<file path="config.mk">
export PLATFORM = sky130hd
export DESIGN_NAME = rst_seq_ctl
export DESIGN_NICKNAME = d
export VERILOG_FILES = /design/src/rtl/rsq_pkg.sv /design/src/rtl/rsq_sequencer.sv /design/src/rtl/rsq_pin_filter.sv /design/src/rtl/rsq_stop_timer.sv /design/src/rtl/rsq_bus_div.sv /design/src/rtl/rst_seq_ctl.sv
export SDC_FILE = /design/constraint.sdc
export NUM_CORES = 1
export LEC_CHECK = 0
export BUFFER_PORTS_ARGS = -buffer_cell sky130_fd_sc_hd__buf_2
export CORE_UTILIZATION = 45
export CTS_CLUSTER_DIAMETER = 200
export CTS_CLUSTER_SIZE = 40
export DETAILED_ROUTE_END_ITERATION = 8
export MAX_ROUTING_LAYER = met4
export PLACE_DENSITY = 0.76
export RECOVER_POWER = 25
export SYNTH_ARGS = -nofsm -noshare
export SYNTH_HDL_FRONTEND = slang
export SYNTH_SLANG_ARGS = --single-unit
</file>
<file path="constraint.sdc">
create_clock -name clk -period 2 [get_ports clk]
set_input_delay 0.2 -clock clk [delete_from_list [all_inputs] [get_ports clk]]
set_output_delay 0.2 -clock clk [all_outputs]
set_load 0.05 [all_outputs]
</file>
<file path="src/rtl/rsq_pkg.sv">
package rsq_pkg;
  typedef enum logic [1:0] {
    PH_IDLE  = 2'd0,
    PH_PWRUP = 2'd1,
    PH_DRIVE = 2'd2,
    PH_HOLD  = 2'd3
  } rsq_phase_e;

  // status bit positions
  localparam int ST_POR  = 7;
  localparam int ST_PIN  = 6;
  localparam int ST_COP  = 5;
  localparam int ST_ILOP = 4;
  localparam int ST_ILAD = 3;
  localparam int ST_USB  = 2;
  localparam int ST_LVI  = 1;

  // configuration bit positions
  localparam int CF_USBIRQ   = 5;
  localparam int CF_LVIOFF   = 4;
  localparam int CF_SHORTREC = 3;
endpackage

</file>
<file path="src/rtl/rsq_sequencer.sv">
module rsq_sequencer import rsq_pkg::*; #(
  parameter int PWRUP_CYC = 4096,
  parameter int DRIVE_CYC = 32,
  parameter int HOLD_CYC  = 32
) (
  input  logic       clk,
  input  logic       rst,
  input  logic       start_long,
  input  logic       start_short,
  output rsq_phase_e phase_o
);
  localparam int MAX_A = (PWRUP_CYC > DRIVE_CYC) ? PWRUP_CYC : DRIVE_CYC;
  localparam int MAX_C = (MAX_A > HOLD_CYC) ? MAX_A : HOLD_CYC;
  localparam int CW    = (MAX_C > 1) ? $clog2(MAX_C) : 1;

  rsq_phase_e    phase;
  logic [CW-1:0] cnt;

  always_ff @(posedge clk) begin
    if (rst || start_long) begin
      phase <= PH_PWRUP;
      cnt   <= '0;
    end else if (start_short) begin
      phase <= PH_DRIVE;
      cnt   <= '0;
    end else begin
      case (phase)
        PH_PWRUP: if (cnt == CW'(PWRUP_CYC - 1)) begin
                    phase <= PH_DRIVE; cnt <= '0;
                  end else cnt <= cnt + 1'b1;
        PH_DRIVE: if (cnt == CW'(DRIVE_CYC - 1)) begin
                    phase <= PH_HOLD; cnt <= '0;
                  end else cnt <= cnt + 1'b1;
        PH_HOLD:  if (cnt == CW'(HOLD_CYC - 1)) begin
                    phase <= PH_IDLE; cnt <= '0;
                  end else cnt <= cnt + 1'b1;
        default:  cnt <= '0;
      endcase
    end
  end

  assign phase_o = phase;
endmodule

</file>
<file path="src/rtl/rsq_pin_filter.sv">
module rsq_pin_filter #(
  parameter int MIN_CYC = 67
) (
  input  logic clk,
  input  logic rst,
  input  logic pin_n,
  input  logic self_drive,
  output logic event_o
);
  localparam int CW = $clog2(MIN_CYC + 1);

  logic [CW-1:0] low_cnt;
  logic          sense;

  // low level that the block itself is not causing
  assign sense   = ~pin_n & ~self_drive;
  assign event_o = sense && (low_cnt == CW'(MIN_CYC - 1));

  always_ff @(posedge clk) begin
    if (rst || !sense)
      low_cnt <= '0;
    else if (low_cnt != CW'(MIN_CYC))
      low_cnt <= low_cnt + 1'b1;
  end
endmodule

</file>
<file path="src/rtl/rsq_stop_timer.sv">
module rsq_stop_timer #(
  parameter int LONG_CYC  = 4096,
  parameter int SHORT_CYC = 2048
) (
  input  logic clk,
  input  logic rst,
  input  logic enter,
  input  logic wake,
  input  logic short_sel,
  output logic stopped_o
);
  localparam int CW = (LONG_CYC > SHORT_CYC) ? $clog2(LONG_CYC) : $clog2(SHORT_CYC);

  logic          stopped, recovering;
  logic [CW-1:0] rcnt, last;

  assign last = short_sel ? CW'(SHORT_CYC - 1) : CW'(LONG_CYC - 1);

  always_ff @(posedge clk) begin
    if (rst) begin
      stopped    <= 1'b0;
      recovering <= 1'b0;
      rcnt       <= '0;
    end else if (!stopped) begin
      if (enter) stopped <= 1'b1;
    end else if (!recovering) begin
      if (wake) begin
        recovering <= 1'b1;
        rcnt       <= '0;
      end
    end else if (rcnt == last) begin
      stopped    <= 1'b0;
      recovering <= 1'b0;
      rcnt       <= '0;
    end else begin
      rcnt <= rcnt + 1'b1;
    end
  end

  assign stopped_o = stopped;
endmodule

</file>
<file path="src/rtl/rsq_bus_div.sv">
module rsq_bus_div #(
  parameter int RATIO = 4
) (
  input  logic clk,
  input  logic rst,
  input  logic hold,
  output logic en_o
);
  localparam int DW = (RATIO > 1) ? $clog2(RATIO) : 1;

  logic [DW-1:0] div;

  always_ff @(posedge clk) begin
    if (rst || hold) begin
      div  <= '0;
      en_o <= 1'b0;
    end else begin
      en_o <= (div == DW'(RATIO - 1));
      div  <= (div == DW'(RATIO - 1)) ? '0 : div + 1'b1;
    end
  end
endmodule

</file>
<file path="src/rtl/rst_seq_ctl.sv">
module rst_seq_ctl import rsq_pkg::*; #(
  parameter int PWRUP_CYC      = 4096,
  parameter int DRIVE_CYC      = 32,
  parameter int HOLD_CYC       = 32,
  parameter int PIN_MIN_CYC    = 67,
  parameter int STOP_LONG_CYC  = 4096,
  parameter int STOP_SHORT_CYC = 2048,
  parameter int BUS_RATIO      = 4
) (
  input  logic       clk,
  input  logic       por_i,
  input  logic       lvi_i,
  input  logic       pin_n_i,
  input  logic       cop_i,
  input  logic       ilop_i,
  input  logic       ilad_i,
  input  logic       usb_rst_i,
  input  logic       stop_req_i,
  input  logic       wake_i,
  input  logic       cfg_we_i,
  input  logic [7:0] cfg_wdata_i,
  output logic       rst_pin_drive_o,
  output logic       int_rst_o,
  output logic [7:0] rst_stat_o,
  output logic [7:0] cfg_o,
  output logic       usb_irq_o,
  output logic       stop_o,
  output logic       bus_en_o
);
  rsq_phase_e phase;
  logic       idle, drive, pin_ev, lvi_ev, usb_ev, int_ev, any_ev, stopped;
  logic [5:0] cfg_q;
  logic       cfg_done;
  logic [7:0] new_bits;
  logic       unused_wdata;

  assign unused_wdata = ^cfg_wdata_i[7:6];

  assign idle   = (phase == PH_IDLE);
  assign drive  = (phase == PH_PWRUP) || (phase == PH_DRIVE);
  assign lvi_ev = lvi_i & ~cfg_q[CF_LVIOFF];
  assign usb_ev = usb_rst_i & ~cfg_q[CF_USBIRQ];
  assign int_ev = cop_i | ilop_i | ilad_i | usb_ev;
  assign any_ev = lvi_ev | int_ev | pin_ev;

  always_comb begin
    new_bits          = '0;
    new_bits[ST_PIN]  = pin_ev;
    new_bits[ST_COP]  = cop_i;
    new_bits[ST_ILOP] = ilop_i;
    new_bits[ST_ILAD] = ilad_i;
    new_bits[ST_USB]  = usb_ev;
    new_bits[ST_LVI]  = lvi_ev;
  end

  rsq_pin_filter #(.MIN_CYC(PIN_MIN_CYC)) u_pin (
    .clk(clk), .rst(por_i), .pin_n(pin_n_i), .self_drive(drive), .event_o(pin_ev)
  );

  rsq_sequencer #(.PWRUP_CYC(PWRUP_CYC), .DRIVE_CYC(DRIVE_CYC), .HOLD_CYC(HOLD_CYC)) u_seq (
    .clk(clk), .rst(por_i), .start_long(lvi_ev),
    .start_short(int_ev | (pin_ev & idle)), .phase_o(phase)
  );

  rsq_stop_timer #(.LONG_CYC(STOP_LONG_CYC), .SHORT_CYC(STOP_SHORT_CYC)) u_stop (
    .clk(clk), .rst(por_i | any_ev), .enter(stop_req_i & idle), .wake(wake_i),
    .short_sel(cfg_q[CF_SHORTREC]), .stopped_o(stopped)
  );

  rsq_bus_div #(.RATIO(BUS_RATIO)) u_div (
    .clk(clk), .rst(por_i), .hold((phase == PH_PWRUP) | stopped), .en_o(bus_en_o)
  );

  // cause register: a fresh reset replaces, a late one accumulates
  always_ff @(posedge clk) begin
    if (por_i)
      rst_stat_o <= 8'h80;
    else if (any_ev)
      rst_stat_o <= (idle ? 8'h00 : rst_stat_o) | new_bits;
  end

  always_ff @(posedge clk) begin
    if (por_i || lvi_ev) begin
      cfg_q    <= '0;
      cfg_done <= 1'b0;
    end else if (int_ev || (pin_ev && idle)) begin
      cfg_q[3:0] <= '0;
      cfg_done   <= 1'b0;
    end else if (cfg_we_i && !cfg_done && idle && !pin_ev) begin
      cfg_q    <= cfg_wdata_i[5:0];
      cfg_done <= 1'b1;
    end
  end

  always_ff @(posedge clk) begin
    if (por_i) usb_irq_o <= 1'b0;
    else       usb_irq_o <= usb_rst_i & cfg_q[CF_USBIRQ];
  end

  assign rst_pin_drive_o = drive;
  assign int_rst_o       = !idle;
  assign cfg_o           = {2'b00, cfg_q};
  assign stop_o          = stopped;
endmodule

</file>
# --- Yosys cells after proc, flatten, opt, wreduce, memory -nomap -nowiden ---
# Index checks and enable logic that the tools add are counted.
op_classes:
  reduce_logical: 24
  eq_ne: 12
  bitwise_logic: 20
  n_mux: 19
  addsub: 4
op_table:
  columns: ["cell", "n"]
  rows:
  - ["2-to-1 mux 12 bit", 6]
  - ["adder 12 x 1 -> 12 bit (second input constant)", 2]
  - ["case mux 12 bit (2 select lines)", 1]
  - ["== test 12 bit", 1]
  - ["== test 12 bit (second input constant)", 1]
  - ["== test 12 x 5 -> 1 bit (second input constant)", 1]
  - ["!= test 3 x 1 -> 1 bit (second input constant)", 3]
  - ["2-to-1 mux 2 bit", 4]
  - ["2-to-1 mux 8 bit", 1]
  - ["bitwise OR 1 bit", 8]
  - ["bitwise OR 8 x 7 -> 8 bit", 1]
  - ["OR reduction 2 bit", 4]
  - ["adder 7 x 1 -> 7 bit (second input constant)", 1]
  - ["== test 7 bit (second input constant)", 1]
  - ["!= test 7 bit (second input constant)", 1]
  - ["AND 1 bit", 6]
  - ["== test 2 bit (second input constant)", 3]
  - ["2-to-1 mux 1 bit", 6]
  - ["case mux 2 bit (3 select lines)", 1]
  - ["logical AND 1 bit", 5]
  - ["logical OR 1 bit", 5]
  - ["NOT 1 bit", 5]
  - ["zero test 1 bit", 4]
  - ["AND reduction 2 bit", 2]
  - ["6 further kinds", 6]
totals:
  reg_bits: 54
  input_bits: 19
  out_inout_bits: 21

# --- Logic depth before layout (Yosys ltp) ---
depth:
  ltp_word: 9
  ltp_mapped: 8
  ltp_nobuf: 7

# --- Modules after synthesis ---
# Synthesis repeated with hierarchy kept, for this count alone.
unflattened:
  hier_cells: 285
  area_unflattened_um2: 2623.8
modules_own_cells:
  columns: ["mod", "cells_per_inst", "instances", "area_each_um2"]
  rows:
  - ["rst_seq_ctl", 86, 1, 770.7]
  - ["rsq_stop_timer", 79, 1, 713.2]
  - ["rsq_sequencer", 71, 1, 666.9]
  - ["rsq_pin_filter", 42, 1, 365.4]
  - ["rsq_bus_div", 7, 1, 107.6]

# --- Worst setup path before layout ---
# No wires, ideal clock.
synth_path:
  path_type: "flip-flop to flip-flop"
  start: "register u_seq.phase[0] (netlist: u_seq.phase_o[0])"
  end: "register u_seq.cnt[5]"
  setup_time_ps: 64
  t_arrival_ps: 2338
  path_stages_with_launch: 9
  path_slack_ps: -402
  synth_period_minus_slack_ps: 2402
  n_path_buf: 1
  path_cell_list: "dfxtp_1 inv_1 ha_1 nor4_1 and2_1 a211o_4 or3_1 buf_6 nor2_1"
synth_between:
  elab_chain_cells: 8
  elab_cells_between_ends: 13
  classes_between: "eq/ne (3); mux (1); bitwise (4); reduce/logical (5)"
synth_lines:
  columns: ["item", "line_no", "text"]
  rows:
  - ["start, declared", "rsq_sequencer.sv:16", "rsq_phase_e phase;"]
  - ["start signal, assigned", "rsq_sequencer.sv:21", "phase <= PH_PWRUP;"]
  - ["start signal, assigned", "rsq_sequencer.sv:24", "phase <= PH_DRIVE;"]
  - ["start signal, assigned", "rsq_sequencer.sv:29", "phase <= PH_DRIVE; cnt <= '0;"]
  - ["== test 2 x 1 -> 1 bit or == test 2 bit (tied branches)", "rst_seq_ctl.sv:40", "assign drive = (phase == PH_PWRUP) || (phase == PH_DRIVE);"]
  - ["logical OR 1 bit *", "rst_seq_ctl.sv:40", null]
  - ["named net rst_pin_drive_o", "rst_seq_ctl.sv:22", "output logic rst_pin_drive_o,"]
  - ["NOT 1 bit *", "rsq_pin_filter.sv:16", "assign sense = ~pin_n & ~self_drive;"]
  - ["AND 1 bit *", "rsq_pin_filter.sv:16", null]
  - ["logical AND 1 bit *", "rsq_pin_filter.sv:17", "assign event_o = sense && (low_cnt == CW'(MIN_CYC - 1));"]
  - ["AND 1 bit *", "rst_seq_ctl.sv:62", ".start_short(int_ev | (pin_ev & idle)), .phase_o(phase)"]
  - ["bitwise OR 1 bit *", "rst_seq_ctl.sv:62", null]
  - ["OR reduction 2 bit (no line) *", null, null]
  - ["end signal, assigned", "rsq_sequencer.sv:30", "end else cnt <= cnt + 1'b1;"]
  - ["end signal, assigned", "rsq_sequencer.sv:33", "end else cnt <= cnt + 1'b1;"]
  - ["end signal, assigned", "rsq_sequencer.sv:36", "end else cnt <= cnt + 1'b1;"]
  - ["end, declared", "rsq_sequencer.sv:17", "logic [CW-1:0] cnt;"]
# The timed path passes the listed nets; every way through them passes the cells marked *.
# A chain may end at the register's enable or synchronous reset.

# --- Final worst setup path ---
layout_path:
  start: "register u_seq.cnt[1]"
  end: "register u_seq.phase[0] (netlist: u_seq.phase_o[0])"
layout_between:
  elab_chain_cells: 3
  elab_cells_between_ends: 6
  classes_between: "eq/ne (5); reduce/logical (1)"
layout_lines:
  columns: ["item", "line_no", "text"]
  rows:
  - ["== test 12 x 5 -> 1 bit or == test 12 bit (tied branches)", "rsq_sequencer.sv:31, rsq_sequencer.sv:34, rsq_sequencer.sv:28", null]
  - ["!= test 3 x 1 -> 1 bit (no line)", null, null]
  - ["AND reduction 4 bit (no line) *", null, null]
  - ["end signal, assigned", "rsq_sequencer.sv:29", null]
  - ["end signal, assigned", "rsq_sequencer.sv:32", "phase <= PH_HOLD; cnt <= '0;"]
  - ["end signal, assigned", "rsq_sequencer.sv:35", "phase <= PH_IDLE; cnt <= '0;"]
# Mark *: on every way between the ends. The rest lies on a longest branch, timed or not.

==> reports/metrics.cfg <==
[clock_network]
htree_levels = 2
clk_latency_ps = 310
cts_buffer_depth = 2
clkTransAtPathRegs_ps = 100
ctsRootBufferMaster = clkbuf_8
cts_tree = done
numClockSinks = 53
cts_buffers = 5

[floorplan]
ioPinCount = 40
coreArea_sq_um = 5110
die_h_um = 74.9
fp.dieW_um = 74.9
initial_core_util = 0.469
dieArea_sq_um = 5610
rows = 26

[sta]
post-route-period-util = 0.935
setup_viol = 0
worst_slack_ps = 131
clock-skew-final_ps = 8.77
tns_ps = 0
fin_crit_ps = 1870
fmax_mhz = 535
slew_headroom = 0.599
tightest_slew_ps = 604
rsz0062_at_grt = false
hold_violations = 0
slew_viol_final = 0

[critical_path]
end_kind = flip-flop
crit_fanout = 4
critPathSlowestCell = dfxtp_1
startpoint_type = flip-flop
critPathKind = flip-flop to flip-flop
arrival_ps = 2090
critPathRequiredTime_ps = 2220
crit_chain = ha_1 > and4_2 > a31oi_1 > nor3_2 > mux2_2 > a21o_1
cpLargestDelayFamily = simple AND/OR/NAND/NOR gates
path_buf_inv = 0
max_stage_delay_ps = 370
timing.rr.start = u_seq.cnt[1]
crit_path_start = u_seq.cnt[1]

[global_routing]
grt_pass1_vias = 1723
grt-ovfl-total = 0
antenna_found_initial = 0
grt_max_degree = 18
grt.total_usage = 0.184
grt_pass1_wl_um = 7630

[detailed_routing]
vias_per_cell = 5.06
drt-pass1-iter-count = 4
wl_um = 4650
wire_per_inst_um = 12.0
drtIter0Drc = 69
dr_total_vias = 1954
remaining_drc_errors = 0
ant_nets = 0

[logic_synthesis]
ys_warn_count = 0
postSynthAreaPerCell_sq_um = 8.93
syn_area_sq_um = 2390
ys_ff_latch = 53
synth_cell_types = 42
synth-edff-count = 0
yosysSeqAreaShare = 0.443
synth_top_flop_cell = dfxtp_1
syn-instance-count = 268
async_reset_ff_frac = 0

[placement]
routabilityCongestion = 0.790
port_buffers = 34
dp_slack_ps = 5.24
hpwl_um = 3410
dp_cells = 378

[hold_path]
hold_start = ilop_i
hold_class = input port to flip-flop

[pwr]
peakVddDrop_mv = 0.401
leakage_uw = 0.00107
power_density_nw_per_um2 = 662

[cells_and_area]
antennaDiodeCount = 0
nNetsFinal = 346
area_growth_pct = 18.6
final_common_cell = nor2_1
drive_gt1_frac = 0.196
layoutNonFillerInstCount = 386
layout_common_cells = nor2_1, dfxtp_1, buf_2, buf_4, clkbuf_1

[run]
cap_violations = 0

[run_status]
status = finished clean

==> cell usage after synthesis (2+ instances only) <==
cell type / count / area, sq um
and4_1: 3 / 26.3
nand2_1: 12 / 45.0
nor2_1: 52 / 195
mux2_2: 3 / 33.8
a21oi_1: 14 / 70.1
o21ai_0: 4 / 20.0
buf_4: 4 / 30.0
a21o_1: 2 / 15.0
nand4_1: 6 / 37.5
a31oi_1: 2 / 12.5
or3_1: 3 / 18.8
clkbuf_1: 7 / 26.3
xnor2_1: 12 / 105
inv_1: 7 / 26.3
nand2b_1: 2 / 12.5
nand3_1: 11 / 55.1
and3_1: 6 / 37.5
and2_1: 3 / 18.8
nor2b_1: 4 / 25.0
ha_1: 12 / 150
mux2i_1: 6 / 60.1
nor3_1: 8 / 40.0
a22oi_1: 2 / 15.0
dfxtp_1: 53 / 1060
nor4_1: 3 / 18.8
xor2_1: 11 / 96.3
==> final cells by class <==
cell class / count / area, sq um
Clock buffer: 5 / 68.8
Clock inverter: 3 / 21.3
Fill cell: 485 / 2270
Inverter: 7 / 26.3
Multi-Input combinational cell: 198 / 1300
Sequential cell: 53 / 1060
Tap cell: 70 / 87.6
Timing Repair Buffer: 50 / 272
==> metal layers <==
layer  vias to the layer above  track usage  wire [um]
li1                       1009            -          -
met1                       911        0.237       2270
met2                        27        0.286       2190
met3                         7       0.0361        124
met4                         0       0.0692         63
met5                         -            -          0
==> flip-flops by register name, indices dropped and copies added (netlist names) <==
signal	flops
usb_irq_o	1
u_stop.recovering	1
rst_stat_o	7
cfg_done	1
u_seq.cnt	12
u_seq.phase_o	2
u_div.div	2
u_div.en_o	1
cfg_q	6
u_stop.stopped_o	1
u_pin.low_cnt	7
u_stop.rcnt	12
==> path summary, 6_finish.rpt <==
| path | endpoint | slack (ps) | cells past startpoint |
|---|---|---|---|
| min reg2reg | u_div.div[0] | 430 | 1 |
| max reg2reg | u_seq.phase_o[0] | 130 | 6 |
| max | u_seq.phase_o[0] | 130 | 6 |
| min | rst_stat_o[4] | 110 | 3 |
==> cell families after synthesis <==
family,synth area share
AND/OR/NAND/NOR,0.244
other,0.00157
adder cells (fa/ha/maj),0.0627
multiplexers,0.0392
XOR/XNOR,0.0842
flip-flops,0.443
AO/OA/AOI/OAI,0.0863
buffers and inverters,0.0392
==> power breakdown <==
group | internal, uW | switching (uW)
registers | 1070 | 7.89
logic | 62.2 | 121
clock network | 249 | 369
total | 1380 | 497
==> repair_timing <==
action	in CTS	in global routing
setup buffers	0	0
resized for setup	0	5
endpoints found under the setup margin	0	20
hold buffers	0	0
==> worst register-to-register path, stage by stage, from the launching register on <==
cell and delay (ps):
dfxtp_1 370, ha_1 180, and4_2 280, a31oi_1 150, nor3_2 280, mux2_2 360
a21o_1 170
==> per-stage QoR <==
step	power (uW)	instance area, sq um	hold WS, ps	util
after detailed placement	1280	2750	421	0.538
after CTS	1890	2840	99.3	0.556
final	1880	2840	108	0.556
after floorplan	1230	2440	317	-
after global routing	1950	2840	95.0	0.556
after global placement	1280	2750	407	0.538
Power figures use the tool's default switching activity.
